--- config.mk ---
export PLATFORM = sky130hd
export DESIGN_NAME = modspace_decoder
export DESIGN_NICKNAME = d
export VERILOG_FILES = /design/src/rtl/modspace_pkg.sv /design/src/rtl/modspace_cfg.sv /design/src/rtl/modspace_addr_map.sv /design/src/rtl/modspace_rd_ret.sv /design/src/rtl/modspace_decoder.sv
export SDC_FILE = /design/constraint.sdc
export NUM_CORES = 1
export LEC_CHECK = 0
export ABC_AREA = 0
export BUFFER_PORTS_ARGS = -buffer_cell sky130_fd_sc_hd__clkbuf_2
export CORE_AREA = 2 2 76 78
export CTS_BUF_LIST = sky130_fd_sc_hd__clkbuf_16
export DETAILED_ROUTE_END_ITERATION = 10
export DIE_AREA = 0 0 78 80
export GPL_ROUTABILITY_DRIVEN = 0
export MAX_ROUTING_LAYER = met4
export PLACE_DENSITY = 0.76
export SKIP_CTS_REPAIR_TIMING = 1
export SLEW_MARGIN = 20
export SYNTH_ARGS = -nofsm -noshare
export SYNTH_HDL_FRONTEND = slang
export SYNTH_SLANG_ARGS = --single-unit
--- constraint.sdc ---
create_clock -name clk -period 1.4 [get_ports clk]
set_input_delay 0.07 -clock clk [delete_from_list [all_inputs] [get_ports clk]]
set_output_delay 0.07 -clock clk [all_outputs]
set_load 0.005 [all_outputs]
--- src/rtl/modspace_pkg.sv ---
// Shared types and helpers for the module space decoder.
// Assumes a 16-bit data path split into two byte lanes.
package modspace_pkg;
    localparam int DATA_W = 16;
    localparam int BYTE_W = 8;

    typedef enum logic [1:0] {
        WIN_REGSP = 2'd0,
        WIN_MEM16 = 2'd1,
        WIN_MEM8  = 2'd2,
        WIN_NONE  = 2'd3
    } win_e;

    typedef enum logic [2:0] {
        SP_IO    = 3'd0,
        SP_ID    = 3'd1,
        SP_INT   = 3'd2,
        SP_MEM16 = 3'd3,
        SP_MEM8  = 3'd4
    } space_e;

    // Exchange the two byte lanes of a halfword.
    function automatic logic [DATA_W-1:0] swap_lanes(input logic [DATA_W-1:0] d);
        return {d[BYTE_W-1:0], d[DATA_W-1:BYTE_W]};
    endfunction
endpackage

--- src/rtl/modspace_cfg.sv ---
// Byte-addressed configuration file holding the byte-order flags.
// Flag i lives in bit 0 of byte FLAG_OFS[i]. Reads OR the flag into a
// constant byte. Every other byte reads zero. Assumes distinct offsets.
module modspace_cfg #(
    parameter int N_FLAGS = 3,
    parameter int CADDR_W = 7,
    parameter logic [N_FLAGS*CADDR_W-1:0] FLAG_OFS  = {7'h33, 7'h2F, 7'h2B},
    parameter logic [N_FLAGS*8-1:0]       FLAG_BASE = {8'h14, 8'h14, 8'hD4}
) (
    input  logic               clk,
    input  logic               rst_n,
    input  logic               cfg_wr,
    input  logic [CADDR_W-1:0] cfg_addr,
    input  logic [7:0]         cfg_wdata,
    output logic [7:0]         cfg_rdata,
    output logic [N_FLAGS-1:0] flags
);
    logic [N_FLAGS-1:0] hit;

    for (genvar i = 0; i < N_FLAGS; i++) begin : g_flag
        assign hit[i] = (cfg_addr == FLAG_OFS[i*CADDR_W +: CADDR_W]);

        // Load the flag from bit 0 of a write to its byte.
        always_ff @(posedge clk) begin
            if (!rst_n)
                flags[i] <= 1'b0;
            else if (cfg_wr && hit[i])
                flags[i] <= cfg_wdata[0];
        end

        assert_flag_hold_R7: assert property (@(posedge clk) disable iff (!rst_n)
            !(cfg_wr && hit[i]) |=> $stable(flags[i]));
        assert_flag_load_R7: assert property (@(posedge clk) disable iff (!rst_n)
            (cfg_wr && hit[i]) |=> (flags[i] == $past(cfg_wdata[0])));
    end

    // Merge the constant byte and flag of whichever entry is addressed.
    always_comb begin
        cfg_rdata = '0;
        for (int i = 0; i < N_FLAGS; i++)
            if (hit[i])
                cfg_rdata = FLAG_BASE[i*8 +: 8] | {7'b0, flags[i]};
    end
endmodule

--- src/rtl/modspace_addr_map.sv ---
// Combinational address split for the three windows, with the byte-access
// address flip applied in big-endian mode. Reports slot number, whether it
// is in range, space, offset, whether the access form is legal and whether
// data lanes must be exchanged.
module modspace_addr_map
    import modspace_pkg::*;
#(
    parameter int ADDR_W      = 25,
    parameter int N_SLOTS     = 4,
    parameter int W0_SLOT_LSB = 8,
    parameter int W1_SLOT_LSB = 23,
    parameter int W2_SLOT_LSB = 22,
    localparam int SLOT_W     = $clog2(N_SLOTS),
    localparam int OFF_W      = W1_SLOT_LSB
) (
    input  logic [1:0]        win,
    input  logic              half,
    input  logic [ADDR_W-1:0] addr,
    input  logic              be_w0,
    input  logic              be_w1,
    output logic [SLOT_W-1:0] slot_idx,
    output logic              slot_ok,
    output logic [2:0]        space,
    output logic [OFF_W-1:0]  offset,
    output logic              legal,
    output logic              swap
);
    localparam int SP_LSB = W0_SLOT_LSB - 2;

    logic [ADDR_W-1:0] ea;
    logic [ADDR_W-1:0] slot_full;
    logic              be;

    // Apply the byte-order address flip, then split by window.
    always_comb begin
        unique case (win_e'(win))
            WIN_REGSP: be = be_w0;
            WIN_MEM16: be = be_w1;
            default:   be = 1'b0;
        endcase
        ea = addr;
        if (be && !half)
            ea[0] = ~addr[0];
        swap      = be && half;
        legal     = 1'b1;
        space     = SP_IO;
        offset    = '0;
        slot_full = '0;
        unique case (win_e'(win))
            WIN_REGSP: begin
                slot_full = ea >> W0_SLOT_LSB;
                unique case (ea[SP_LSB+1:SP_LSB])
                    2'd2: begin
                        space  = SP_ID;
                        offset = OFF_W'(ea[SP_LSB-1:0]);
                    end
                    2'd3: begin
                        space  = SP_INT;
                        offset = OFF_W'(ea[SP_LSB-1:0]);
                    end
                    default: begin
                        space  = SP_IO;
                        offset = OFF_W'(ea[SP_LSB:0]);
                    end
                endcase
            end
            WIN_MEM16: begin
                slot_full = ea >> W1_SLOT_LSB;
                space     = SP_MEM16;
                offset    = ea[W1_SLOT_LSB-1:0];
            end
            WIN_MEM8: begin
                slot_full = addr >> W2_SLOT_LSB;
                space     = SP_MEM8;
                offset    = OFF_W'(addr[W2_SLOT_LSB-1:0]);
                legal     = !half;
            end
            default: legal = 1'b0;
        endcase
        slot_ok  = (slot_full < ADDR_W'(N_SLOTS));
        slot_idx = slot_full[SLOT_W-1:0];
    end
endmodule

--- src/rtl/modspace_rd_ret.sv ---
// Registers the read return: exchanges lanes when required, zero-extends
// byte reads, and forces zero when the read hit no slot. The valid strobe
// follows every read request by one cycle. Assumes mod_rdata is valid in
// the request cycle.
module modspace_rd_ret
    import modspace_pkg::*;
(
    input  logic              clk,
    input  logic              rst_n,
    input  logic              rd_req,
    input  logic              hit,
    input  logic              half,
    input  logic              swap,
    input  logic [DATA_W-1:0] mod_rdata,
    output logic              rd_valid,
    output logic [DATA_W-1:0] rd_data
);
    // Capture the adjusted return word and raise valid for one cycle.
    always_ff @(posedge clk) begin
        if (!rst_n) begin
            rd_valid <= 1'b0;
            rd_data  <= '0;
        end else begin
            rd_valid <= rd_req;
            if (rd_req) begin
                if (!hit)
                    rd_data <= '0;
                else if (!half)
                    rd_data <= {{(DATA_W-BYTE_W){1'b0}}, mod_rdata[BYTE_W-1:0]};
                else if (swap)
                    rd_data <= swap_lanes(mod_rdata);
                else
                    rd_data <= mod_rdata;
            end
        end
    end

    assert_rd_strobe_R11: assert property (@(posedge clk) disable iff (!rst_n)
        rd_req |=> rd_valid);
    assert_rd_quiet_R11: assert property (@(posedge clk) disable iff (!rst_n)
        !rd_req |=> !rd_valid);
    assert_miss_zero_R9: assert property (@(posedge clk) disable iff (!rst_n)
        (rd_req && !hit) |=> (rd_data == '0));
endmodule

--- src/rtl/modspace_decoder.sv ---
// Top of the module space decoder. Combines the configuration flags, the
// address split and the read return. It produces the slot select,
// strobes, write data and interrupt acknowledges in the request cycle.
// Assumes one access per cycle and module read data in the same cycle.
module modspace_decoder
    import modspace_pkg::*;
#(
    parameter int ADDR_W  = 25,
    parameter int N_SLOTS = 4,
    parameter int CADDR_W = 7,
    localparam int SLOT_W = $clog2(N_SLOTS),
    localparam int OFF_W  = 23,
    localparam int ACK_W  = N_SLOTS * 2
) (
    input  logic               clk,
    input  logic               rst_n,
    input  logic               acc_valid,
    input  logic               acc_write,
    input  logic [1:0]         acc_win,
    input  logic               acc_half,
    input  logic [ADDR_W-1:0]  acc_addr,
    input  logic [15:0]        acc_wdata,
    input  logic [N_SLOTS-1:0] slot_present,
    output logic [N_SLOTS-1:0] mod_sel,
    output logic [2:0]         mod_space,
    output logic [OFF_W-1:0]   mod_offset,
    output logic               mod_wr,
    output logic               mod_rd,
    output logic [15:0]        mod_wdata,
    input  logic [15:0]        mod_rdata,
    output logic [ACK_W-1:0]   int_ack,
    output logic               rd_valid,
    output logic [15:0]        rd_data,
    input  logic               cfg_wr,
    input  logic [CADDR_W-1:0] cfg_addr,
    input  logic [7:0]         cfg_wdata,
    output logic [7:0]         cfg_rdata,
    output logic               regwin_be
);
    logic [2:0]        flags;
    logic [SLOT_W-1:0] slot_idx;
    logic              slot_ok;
    logic              legal;
    logic              swap;
    logic              hit;

    modspace_cfg #(
        .N_FLAGS(3),
        .CADDR_W(CADDR_W)
    ) i_cfg (
        .clk      (clk),
        .rst_n    (rst_n),
        .cfg_wr   (cfg_wr),
        .cfg_addr (cfg_addr),
        .cfg_wdata(cfg_wdata),
        .cfg_rdata(cfg_rdata),
        .flags    (flags)
    );

    assign regwin_be = flags[0];

    modspace_addr_map #(
        .ADDR_W (ADDR_W),
        .N_SLOTS(N_SLOTS)
    ) i_map (
        .win     (acc_win),
        .half    (acc_half),
        .addr    (acc_addr),
        .be_w0   (flags[1]),
        .be_w1   (flags[2]),
        .slot_idx(slot_idx),
        .slot_ok (slot_ok),
        .space   (mod_space),
        .offset  (mod_offset),
        .legal   (legal),
        .swap    (swap)
    );

    // A slot is hit only for a legal, in-range access to an installed module.
    always_comb begin
        hit     = acc_valid && legal && slot_ok && slot_present[slot_idx];
        mod_sel = hit ? (N_SLOTS'(1) << slot_idx) : '0;
        mod_wr  = hit && acc_write;
        mod_rd  = hit && !acc_write;
    end

    // Exchange write lanes for big-endian halfword accesses.
    assign mod_wdata = swap ? swap_lanes(acc_wdata) : acc_wdata;

    // Pulse the acknowledge for a read at INT offset 0 (line 0) or 2 (line 1).
    always_comb begin
        int_ack = '0;
        if (mod_rd && space_e'(mod_space) == SP_INT &&
            mod_offset[OFF_W-1:2] == '0 && !mod_offset[0])
            int_ack[{slot_idx, mod_offset[1]}] = 1'b1;
    end

    modspace_rd_ret i_rd (
        .clk      (clk),
        .rst_n    (rst_n),
        .rd_req   (acc_valid && !acc_write),
        .hit      (hit),
        .half     (acc_half),
        .swap     (swap),
        .mod_rdata(mod_rdata),
        .rd_valid (rd_valid),
        .rd_data  (rd_data)
    );

    assert_sel_present_R9: assert property (@(posedge clk) disable iff (!rst_n)
        (mod_sel & ~slot_present) == '0);
    assert_sel_onehot_R10: assert property (@(posedge clk) disable iff (!rst_n)
        $onehot0(mod_sel));
    assert_ack_on_read_R8: assert property (@(posedge clk) disable iff (!rst_n)
        (int_ack != '0) |-> (mod_rd && !acc_write && $countones(int_ack) == 1));
    assert_mem8_byte_R4: assert property (@(posedge clk) disable iff (!rst_n)
        (space_e'(mod_space) == SP_MEM8 && mod_sel != '0) |-> !acc_half);
endmodule

# After elaboration in Yosys (flattened, before gate mapping)
# Cells that the tools add are included.
[word_totals] regBits=20 latchBits=0 ramBits=0 romBits=0 out_inout_bits=82 memories=0
[classes] addsub=0 mul=0 div=0 order_cmp=4 n_eq_ne=8 shift=1 mux=21 bitwise=1 reduce_logical=22
[op_table] operator="case mux 23 bit (3 select lines)" count=1
[op_table] operator="2-to-1 mux 16 bit" count=4
[op_table] operator="case mux 17 bit (3 select lines)" count=1
[op_table] operator="2-to-1 mux 8 bit" count=4
[op_table] operator="equality test 7 x 6 -> 1 bit (second input constant)" count=3
[op_table] operator="logical NOT 21 bit" count=1
[op_table] operator="< comparator 17 x 3 -> 1 bit (second input constant)" count=1
[op_table] operator="logical AND 1 bit" count=15
[op_table] operator="case mux 3 bit (3 select lines)" count=1
[op_table] operator="2-to-1 mux 7 bit" count=1
[op_table] operator="equality test 2 bit (second input constant)" count=3
[op_table] operator="< comparator 3 x 4 -> 1 bit (second input constant)" count=1
[op_table] operator="2-to-1 mux 4 bit" count=1
[op_table] operator="case mux 1 bit (2 select lines)" count=2
[op_table] operator="case mux 2 bit (2 select lines)" count=1
[op_table] operator="OR reduction 2 bit" count=2
[op_table] operator="<< shifter 1 x 2 -> 4 bit (first input constant)" count=1
[op_table] operator="demux 1 bit (select 3 bit)" count=1
[op_table] operator="equality test 3 x 2 -> 1 bit (second input constant)" count=1
[op_table] operator=">= comparator 3 x 1 -> 1 bit (second input constant)" count=1
[op_table] operator="logical NOT 1 bit" count=3
[op_table] operator="< comparator 2 x 3 -> 1 bit (second input constant)" count=1
[op_table] operator="2-to-1 mux 1 bit" count=3
[op_table] operator="binary-select mux 1 bit (select 2 bit)" count=1
[op_table] operator="3 further kinds" count=3

# Depth between registers and ports, before layout
# Gate-level depths: netlist of the first run.
[logic_depth] depth_word=11 mapped_depth=8

# By module
# Synthesis of the first run repeated with hierarchy kept, for this count alone.
[unflattened] hier_cells=234 area_unflattened_um2=1891.8
[modules_own_cells] mod="modspace_rd_ret" n_inst=1 cells_per_inst=81 area_each_um2=783.3
[modules_own_cells] mod="modspace_decoder" n_inst=1 cells_per_inst=63 area_each_um2=478.0
[modules_own_cells] mod="modspace_addr_map" n_inst=1 cells_per_inst=61 area_each_um2=375.4
[modules_own_cells] mod="modspace_cfg" n_inst=1 cells_per_inst=29 area_each_um2=255.2

# Worst setup path after synthesis of the first run
# Ideal clock, no wire load.
[synth_timing] path_type="register -> output" from="register i_cfg.flags[2]" to="output port mod_wdata[10]" t_arrival_ns=1.487 slack_ns=-0.157 path_stages_with_launch=7 n_path_buf=2 cell_sequence="dfxtp_1 mux2i_1 nor2_4 and2_1 buf_6 buf_6 mux2_2"
[synth_between] elab_chain_len=3
[synth_rtl] item="from (decl)" line_no="modspace_cfg.sv:16" rtl="output logic [N_FLAGS-1:0] flags"
[synth_rtl] item="from (signal, indexed assignment)" line_no="modspace_cfg.sv:28" rtl="flags[i] <= cfg_wdata[0];"
[synth_rtl] item="case mux 1 bit (2 select lines)" line_no="modspace_addr_map.sv:36" rtl="unique case (win_e'(win))"
[synth_rtl] item="logical AND 1 bit" line_no="modspace_addr_map.sv:44" rtl="swap = be && half;"
[synth_rtl] item="2-to-1 mux 16 bit" line_no="modspace_decoder.sv:88" rtl="assign mod_wdata = swap ? swap_lanes(acc_wdata) : acc_wdata;"
[synth_rtl] item="to (decl)" line_no="modspace_decoder.sv:29" rtl="output logic [15:0] mod_wdata,"
# Every way passes these cells.

# Worst setup path in the final report of the first run
[layout_timing] from="register i_cfg.flags[2]" to="output port mod_wdata[12]"
# Same word-level chain as after synthesis.

==> run_results.csv, run 1 <==
group,metric,value,unit
outcome,run_status,"complete, but fails checks",
outcome,violations,"negative setup slack",
floorplan,io_pins,166,
power,total_leakage_power,1.52,nW
placement,placedInstanceArea,0.00277,mm²
placement,io_buffer_count,155,
global_route,number_of_global_route_vias_before_repair,2001,
floorplan,design.core.area,0.00541,mm²
final_layout,area.growth.synth_to_final,77.6,%
yosys,synth_largest_area_cell,"sky130_fd_sc_hd__dfxtp_1",
power,power.total,1.95,mW
critical_path,timing.critical_path.to_type,"primary output",
floorplan,die-area,0.00624,mm²
critical_path,critical-path-slowest-cell,"sky130_fd_sc_hd__dfxtp_4",
critical_path,worstSetupStartpointType,"flop",
final_layout,multiInputGateArea,0.00145,mm²
floorplan,die_width,78,µm
cts,cts-root-buf,"sky130_fd_sc_hd__clkbuf_16",
final_layout,layoutNonFillerInstCount,465,
yosys,yosysMostFrequentCell,"sky130_fd_sc_hd__mux2i_1",
final_layout,num_antenna_cells,0,
routing,drt-total-wl,5.87,mm
yosys,yosys.area.top_type_share,0.227,
yosys,synth_top_cells_by_count,"sky130_fd_sc_hd__mux2i_1, sky130_fd_sc_hd__and2_1, sky130_fd_sc_hd__nand2_1",
floorplan,core.rowCount,27,
yosys,async_flop_share,0,
yosys,synth_flop_cell,"sky130_fd_sc_hd__dfxtp_1",
timing,timing.fmax,602,MHz
global_route,globalRoute.totalOverflow,0,
timing,number_of_endpoints_failing_setup_at_the_final_stage,44,
critical_path,worst-endpoint-arrival,1590,ps
yosys,synthesis.yosys.warnings,0,
timing,worst_slack,-261,ps
routing,drt_pre_antenna_iters,4,
critical_path,setup.worst_path.class,"reg -> out",
routing,route.detailed.vias_per_inst,4.81,
final_layout,final_cell_area,0.00314,mm²
timing,timing_hold_violations_final,0,
worst_hold_path,worstHoldPathType,"in -> reg",
cts,insertion_delay,250,ps
floorplan,die_h,80,µm
critical_path,cpPeakStageDelay,360,ps
cts,cts_made_buffers,3,
placement,placed_cells_incl_taps,452,
timing,rsz_0062_raised_after_global_routing,"true",
yosys,synth.top_cells.by_area,"sky130_fd_sc_hd__dfxtp_1, sky130_fd_sc_hd__mux2i_1, sky130_fd_sc_hd__mux2_2",
cts,tritoncts,"built",
critical_path,worstPathMaxFanout,14,
yosys,ys_ff_latch,20,
global_route,grt_pass1_wl,8.58,mm
critical_path,critical_path_buf_inv_count,2,
routing,post_route_drc_violation_count,0,
routing,vias,2237,
timing,period_share,1.19,
cts,numClockSinks,20,
cts,cts-root-to-sink-buffers,2,
critical_path,required_time_of_the_critical_path,1330,ps
routing,detail_route.wl_per_cell,12.6,µm
final_layout,fillerInstances,492,
yosys,yosys.cell_types.count,41,
floorplan,starting_density_of_the_core,0.327,
global_route,globalRouteTotalUtil,0.171,
yosys,number_of_enable_flip_flop_cells_after_synthesis,0,
timing,maxSlewViolCount,0,
cts,clkTransAtPathRegs,60,ps
yosys,synth_area,0.00177,mm²
power,max-vdd-ir-drop,0.372,mV
routing,route.antenna.remaining_nets,0,
yosys,yosysSeqAreaShare,0.227,
global_route,grt_start_max_net_pins,17,
cts,cts.htree.levels,1,
timing,min_period,1660,ps
routing,drt_iter0_markers,43,
final_layout,drive_above_1_share,0.623,
power,power_per_cell_area,622,mW/mm²
final_layout,finish.net_count,478,
final_layout,seqCellArea,408,µm²
yosys,post_synth.cell_area_avg,8.21,µm²
yosys,syn-instance-count,215,
placement,post-dp-hpwl,4.77,mm
critical_path,crit_family,"multiplexers",
critical_path,cp_cell_sequence,"mux2i_2 > nor2_4 > and2_4 > buf_12 > mux2_4 > clkbuf_2",
flow_run,drv_cap,0,
timing,finalClockSkew,5.85,ps
global_route,antenna_found_initial,0,
-- metal layers --
layer	vias to the layer above	routed length [µm]	global-route usage
li1	1116	-	-
met1	1007	2260	0.182
met2	104	3070	0.326
met3	10	460	0.0271
met4	0	91	0.0509
met5	-	0	-
-- area by class of cell --
| class | count | area share |
|---|---|---|
| sequential | 20 | 0.130 |
| clock inverter | 1 | 0.00958 |
| clock buffer | 3 | 0.0239 |
| timing repair buffer | 186 | 0.338 |
| tap | 72 | 0.0287 |
| multi-input combinational | 176 | 0.461 |
| inverter | 7 | 0.00838 |
-- cell families after synthesis --
logic type | after synthesis | share of synthesized area
AO/OA/AOI/OAI | 31 | 0.135
XOR/XNOR | 1 | 0.00496
buffers and inverters | 21 | 0.0822
flip-flops | 20 | 0.227
multiplexers | 40 | 0.238
other | 1 | 0.00212
AND/OR/NAND/NOR | 101 | 0.310
-- flip-flops by register name, indices dropped and copies added (netlist names) --
signal / flops
i_cfg.flags: 3
i_rd.rd_data: 16
i_rd.rd_valid: 1
-- worst register-to-register path, stage by stage, from the launching register on --
cell	delay [ps]
sky130_fd_sc_hd__dfxtp_4	360
sky130_fd_sc_hd__mux2i_2	200
sky130_fd_sc_hd__nor2_4	60
sky130_fd_sc_hd__and2_4	160
sky130_fd_sc_hd__buf_12	140
sky130_fd_sc_hd__buf_4	140
sky130_fd_sc_hd__mux2i_1	150
sky130_fd_sc_hd__o21ai_1	80
-- worst paths after layout --
| path | start | to | slack [ps] | cells past startpoint |
|---|---|---|---|---|
| worst min register to register | i_rd.rd_data[1]$_SDFFE_PN0P_ | i_rd.rd_data[1]$_SDFFE_PN0P_ | 450 | 2 |
| worst min-delay path | mod_rdata[1] | i_rd.rd_data[1]$_SDFFE_PN0P_ | 110 | 3 |
| worst max-delay path | i_cfg.flags[2]$_SDFFE_PN0P_ | mod_wdata[12] | -260 | 6 |
| worst max register to register | i_cfg.flags[2]$_SDFFE_PN0P_ | i_rd.rd_data[4]$_SDFFE_PN0P_ | 0 | 7 |
-- power breakdown --
| group | switching, mW | leakage [nW] | internal, mW |
|---|---|---|---|
| combinational | 0.275 | 1.30 | 0.322 |
| sequential | 0.00312 | 0.163 | 0.572 |
| clock | 0.210 | 0.0511 | 0.567 |
| total | 0.489 | 1.52 | 1.46 |
-- placed cells by master (no fill, tap or decap), drive strengths merged, types with 3 or more instances in the layout --
master,netlist,layout
and2,22,22
nor2b,6,6
inv,7,7
and3,4,4
dfxtp,20,20
nor3,4,4
nand2,22,22
nor2,20,20
nor4,5,5
buf,11,43
o21ai,19,19
conb,1,3
clkbuf,3,146
a21oi,3,3
mux2i,24,24
mux2,16,16
nand3,4,4
-- per-stage QoR --
step	TNS [ps]	utilization	hold WS, ps	setup WS, ps
2_1_floorplan	-2100	-	179	-118
3_3_place_gp	-6480	0.512	347	-204
3_5_place_dp	-8290	0.512	367	-269
4_1_cts	-7120	0.531	104	-291
5_1_grt	-8980	0.580	107	-330
6_report	-6490	0.580	106	-261
Note: power is estimated with default switching activity, not from simulation.
==> inputs of run 2 (changes only) <==
--- a/config.mk
+++ b/config.mk
@@ -11,7 +11,6 @@
 export CTS_BUF_LIST = sky130_fd_sc_hd__clkbuf_16
 export DETAILED_ROUTE_END_ITERATION = 10
 export DIE_AREA = 0 0 78 80
-export GPL_ROUTABILITY_DRIVEN = 0
 export MAX_ROUTING_LAYER = met4
 export PLACE_DENSITY = 0.76
 export SKIP_CTS_REPAIR_TIMING = 1
==> constraint.sdc (replaced) <==
create_clock -name clk -period 1.4 [get_ports clk]
set_input_delay 0 -clock clk [delete_from_list [all_inputs] [get_ports clk]]
set_output_delay 0 -clock clk [all_outputs]
set_load 0.005 [all_outputs]
==> run 2 against run 1 <==
Compared with the run above:
- the flow still finishes with violations (negative setup slack)
- final area decreased by 4.9%
- sequential power about the same
- first-iteration DRC count decreased by 23%
- cell count decreased by 0.86%
- critical path depth unchanged
- clock skew increased by 0.97 ps
- via count decreased by 3.0%
- sequential share of layout area increased by 0.67 points
- non-clock buffer count decreased by 4
- largest cell class unchanged
- highest routed layer unchanged
==> run_results.csv, run 2 (synthesis gave the netlist of run 1 again) <==
group,metric,value,unit
routing,drt-total-wl,5.74,mm
power,max-vdd-ir-drop,0.485,mV
critical_path,endpoint,"mod_wdata[11]",
global_route,globalRoute.totalOverflow,0,
cts,cts-root-buf,"sky130_fd_sc_hd__clkbuf_16",
timing,maxSlewHeadroom,0.309,
power,intPower,1.42,mW
timing,min_period,1590,ps
timing,worst_slack,-191,ps
critical_path,reg2reg_from,"i_cfg.flags[1]$_SDFFE_PN0P_",
power,comb_power_share,0.286,
cts,numClockSinks,20,
critical_path,required_time_of_the_critical_path,1400,ps
global_route,number_of_global_route_vias_before_repair,1918,
critical_path,cp-startpoint,"i_cfg.flags[1]$_SDFFE_PN0P_",
power,power.total,1.87,mW
floorplan,design.core.area,0.00541,mm²
critical_path,timing.critical_path.to_type,"primary output",
power,switching_power,0.455,mW
cts,insertion_delay,250,ps
floorplan,die-area,0.00624,mm²
final_layout,number_of_flip_flops_in_the_largest_register,16,
routing,drt_pre_antenna_iters,4,
routing,detail_route.wl_per_cell,12.5,µm
global_route,antenna_found_initial,0,
placement,io_buffer_count,155,
routing,route.antenna.remaining_nets,0,
timing,timing.fmax,629,MHz
cts,clkTransAtPathRegs,60,ps
final_layout,area.growth.synth_to_final,68.9,%
power,seq_power_share,0.307,
critical_path,worstPathMaxFanout,7,
timing,timing_hold_violations_final,0,
placement,globalplace.congestion,0.809,
floorplan,starting_density_of_the_core,0.327,
timing,period_share,1.14,
cts,cts_made_buffers,3,
outcome,violations,"negative setup slack",
outcome,run_status,"complete, but fails checks",
cts,tritoncts,"built",
global_route,globalRouteTotalUtil,0.170,
routing,drt_iter0_markers,33,
critical_path,setup.worst_path.class,"reg -> out",
cts,cts-root-to-sink-buffers,2,
critical_path,rrSetupSlack,-170,ps
flow_run,drv_cap,0,
global_route,grt_start_max_net_pins,18,
final_layout,top_register,"i_rd.rd_data",
critical_path,timing.reg2reg.worst_path_depth,8,
floorplan,die_width,78,µm
power,power_per_cell_area,629,mW/mm²
power,p_clk_frac,0.407,
final_layout,largest_registers,"i_rd.rd_data (16), i_cfg.flags (3), i_rd.rd_valid (1)",
timing,timing_worst_slew_pin_value,1030,ps
timing,fin_worst_hold_slack,34.5,ps
power,total_leakage_power,1.46,nW
final_layout,mostFrequentLayoutCell,"sky130_fd_sc_hd__clkbuf_2",
global_route,grt_pass1_wl,8.59,mm
final_layout,finish.net_count,474,
critical_path,worstSetupStartpointType,"flop",
timing,finalClockSkew,6.82,ps
timing,rsz_0062_raised_after_global_routing,"true",
placement,post-dp-hpwl,4.81,mm
final_layout,num_antenna_cells,0,
critical_path,worst-endpoint-arrival,1590,ps
routing,route.detailed.vias_per_inst,4.70,
final_layout,drive_above_1_share,0.578,
final_layout,fillerInstances,529,
routing,post_route_drc_violation_count,0,
cts,cts.htree.levels,1,
timing,maxSlewViolCount,0,
floorplan,core.rowCount,27,
timing,number_of_endpoints_failing_setup_at_the_final_stage,30,
floorplan,die_h,80,µm
worst_hold_path,worstHoldPathType,"in -> reg",
routing,vias,2169,
critical_path,r2r_path_end,"i_rd.rd_data[0]$_SDFFE_PN0P_",
floorplan,io_pins,166,
power,power_switching_share,0.243,
final_layout,most-common-layout-cells,"sky130_fd_sc_hd__clkbuf_2, sky130_fd_sc_hd__mux2i_1, sky130_fd_sc_hd__buf_4, sky130_fd_sc_hd__nand2_1, sky130_fd_sc_hd__and2_1",
[run 2: changes by cell type in the layout (fill, tap and decap cells not counted), moves of 4 or more]
cell,change
sky130_fd_sc_hd__mux2_2,+10
sky130_fd_sc_hd__mux2_4,-10
sky130_fd_sc_hd__buf_4,-6
sky130_fd_sc_hd__buf_6,+4
sky130_fd_sc_hd__nor4_1,+4
sky130_fd_sc_hd__nor4_2,-4
[run 2: metal layers]
| metal | vias to the layer above | track usage | share of wire |
|---|---|---|---|
| met1 | 970 | 0.193 | 0.40 |
| met2 | 97 | 0.323 | 0.51 |
| li1 | 1100 | - | - |
| met5 | - | - | 0 |
| met4 | 0 | 0.0263 | 0.0054 |
| met3 | 2 | 0.0215 | 0.084 |
[run 2: area by class of cell]
type,instances,area [µm²],share of cell area
clock buffers,3,75.1,0.0252
flip-flops and latches,20,408,0.137
repair buffers,182,1030,0.344
inverters,7,26.3,0.00881
well taps,72,90.1,0.0302
multi-input cells,176,1330,0.445
clock inverters,1,30.0,0.0101
[run 2: power by group through the flow]
stage / Clock (mW) / Combinational (mW) / Sequential, mW
finish: 0.764 / 0.536 / 0.575
global route: 0.799 / 0.586 / 0.575
CTS: 0.770 / 0.498 / 0.579
detailed placement: 0 / 0.497 / 0.591
global placement: 0 / 0.484 / 0.591
floorplan: 0 / 0.226 / 0.591
[run 2: per-stage QoR]
stage	setup slack, ps	area (µm²)	std cells	TNS, ps	util
floorplan	-77.1	1790	217	-1330	-
global placement	-175	2690	448	-3470	0.497
detailed placement	-249	2690	448	-4510	0.497
CTS	-248	2790	452	-5270	0.517
global route	-317	2980	461	-7080	0.552
finish	-191	2980	461	-4500	0.552
[run 2: critical path, cell delays in order (launching register included)]
cell	delay [ps]
sky130_fd_sc_hd__dfxtp_4	360
sky130_fd_sc_hd__mux2i_2	200
sky130_fd_sc_hd__nor2_4	40
sky130_fd_sc_hd__and2_4	190
sky130_fd_sc_hd__clkbuf_16	160
sky130_fd_sc_hd__mux2_4	290
sky130_fd_sc_hd__clkbuf_2	110
[run 2: worst min-delay path by stage]
stage / startpoint / to / slack [ps] / cells after the start
after floorplan: cfg_addr[2] / cfg_rdata[6] / 40 / 1
after global placement: acc_write / mod_wr / 270 / 4
after detailed placement: acc_write / mod_wr / 280 / 4
after CTS: mod_rdata[1] / i_rd.rd_data[1]$_SDFFE_PN0P_ / 40 / 3
after global routing: mod_rdata[3] / i_rd.rd_data[3]$_SDFFE_PN0P_ / 50 / 3
final: mod_rdata[2] / i_rd.rd_data[2]$_SDFFE_PN0P_ / 30 / 3
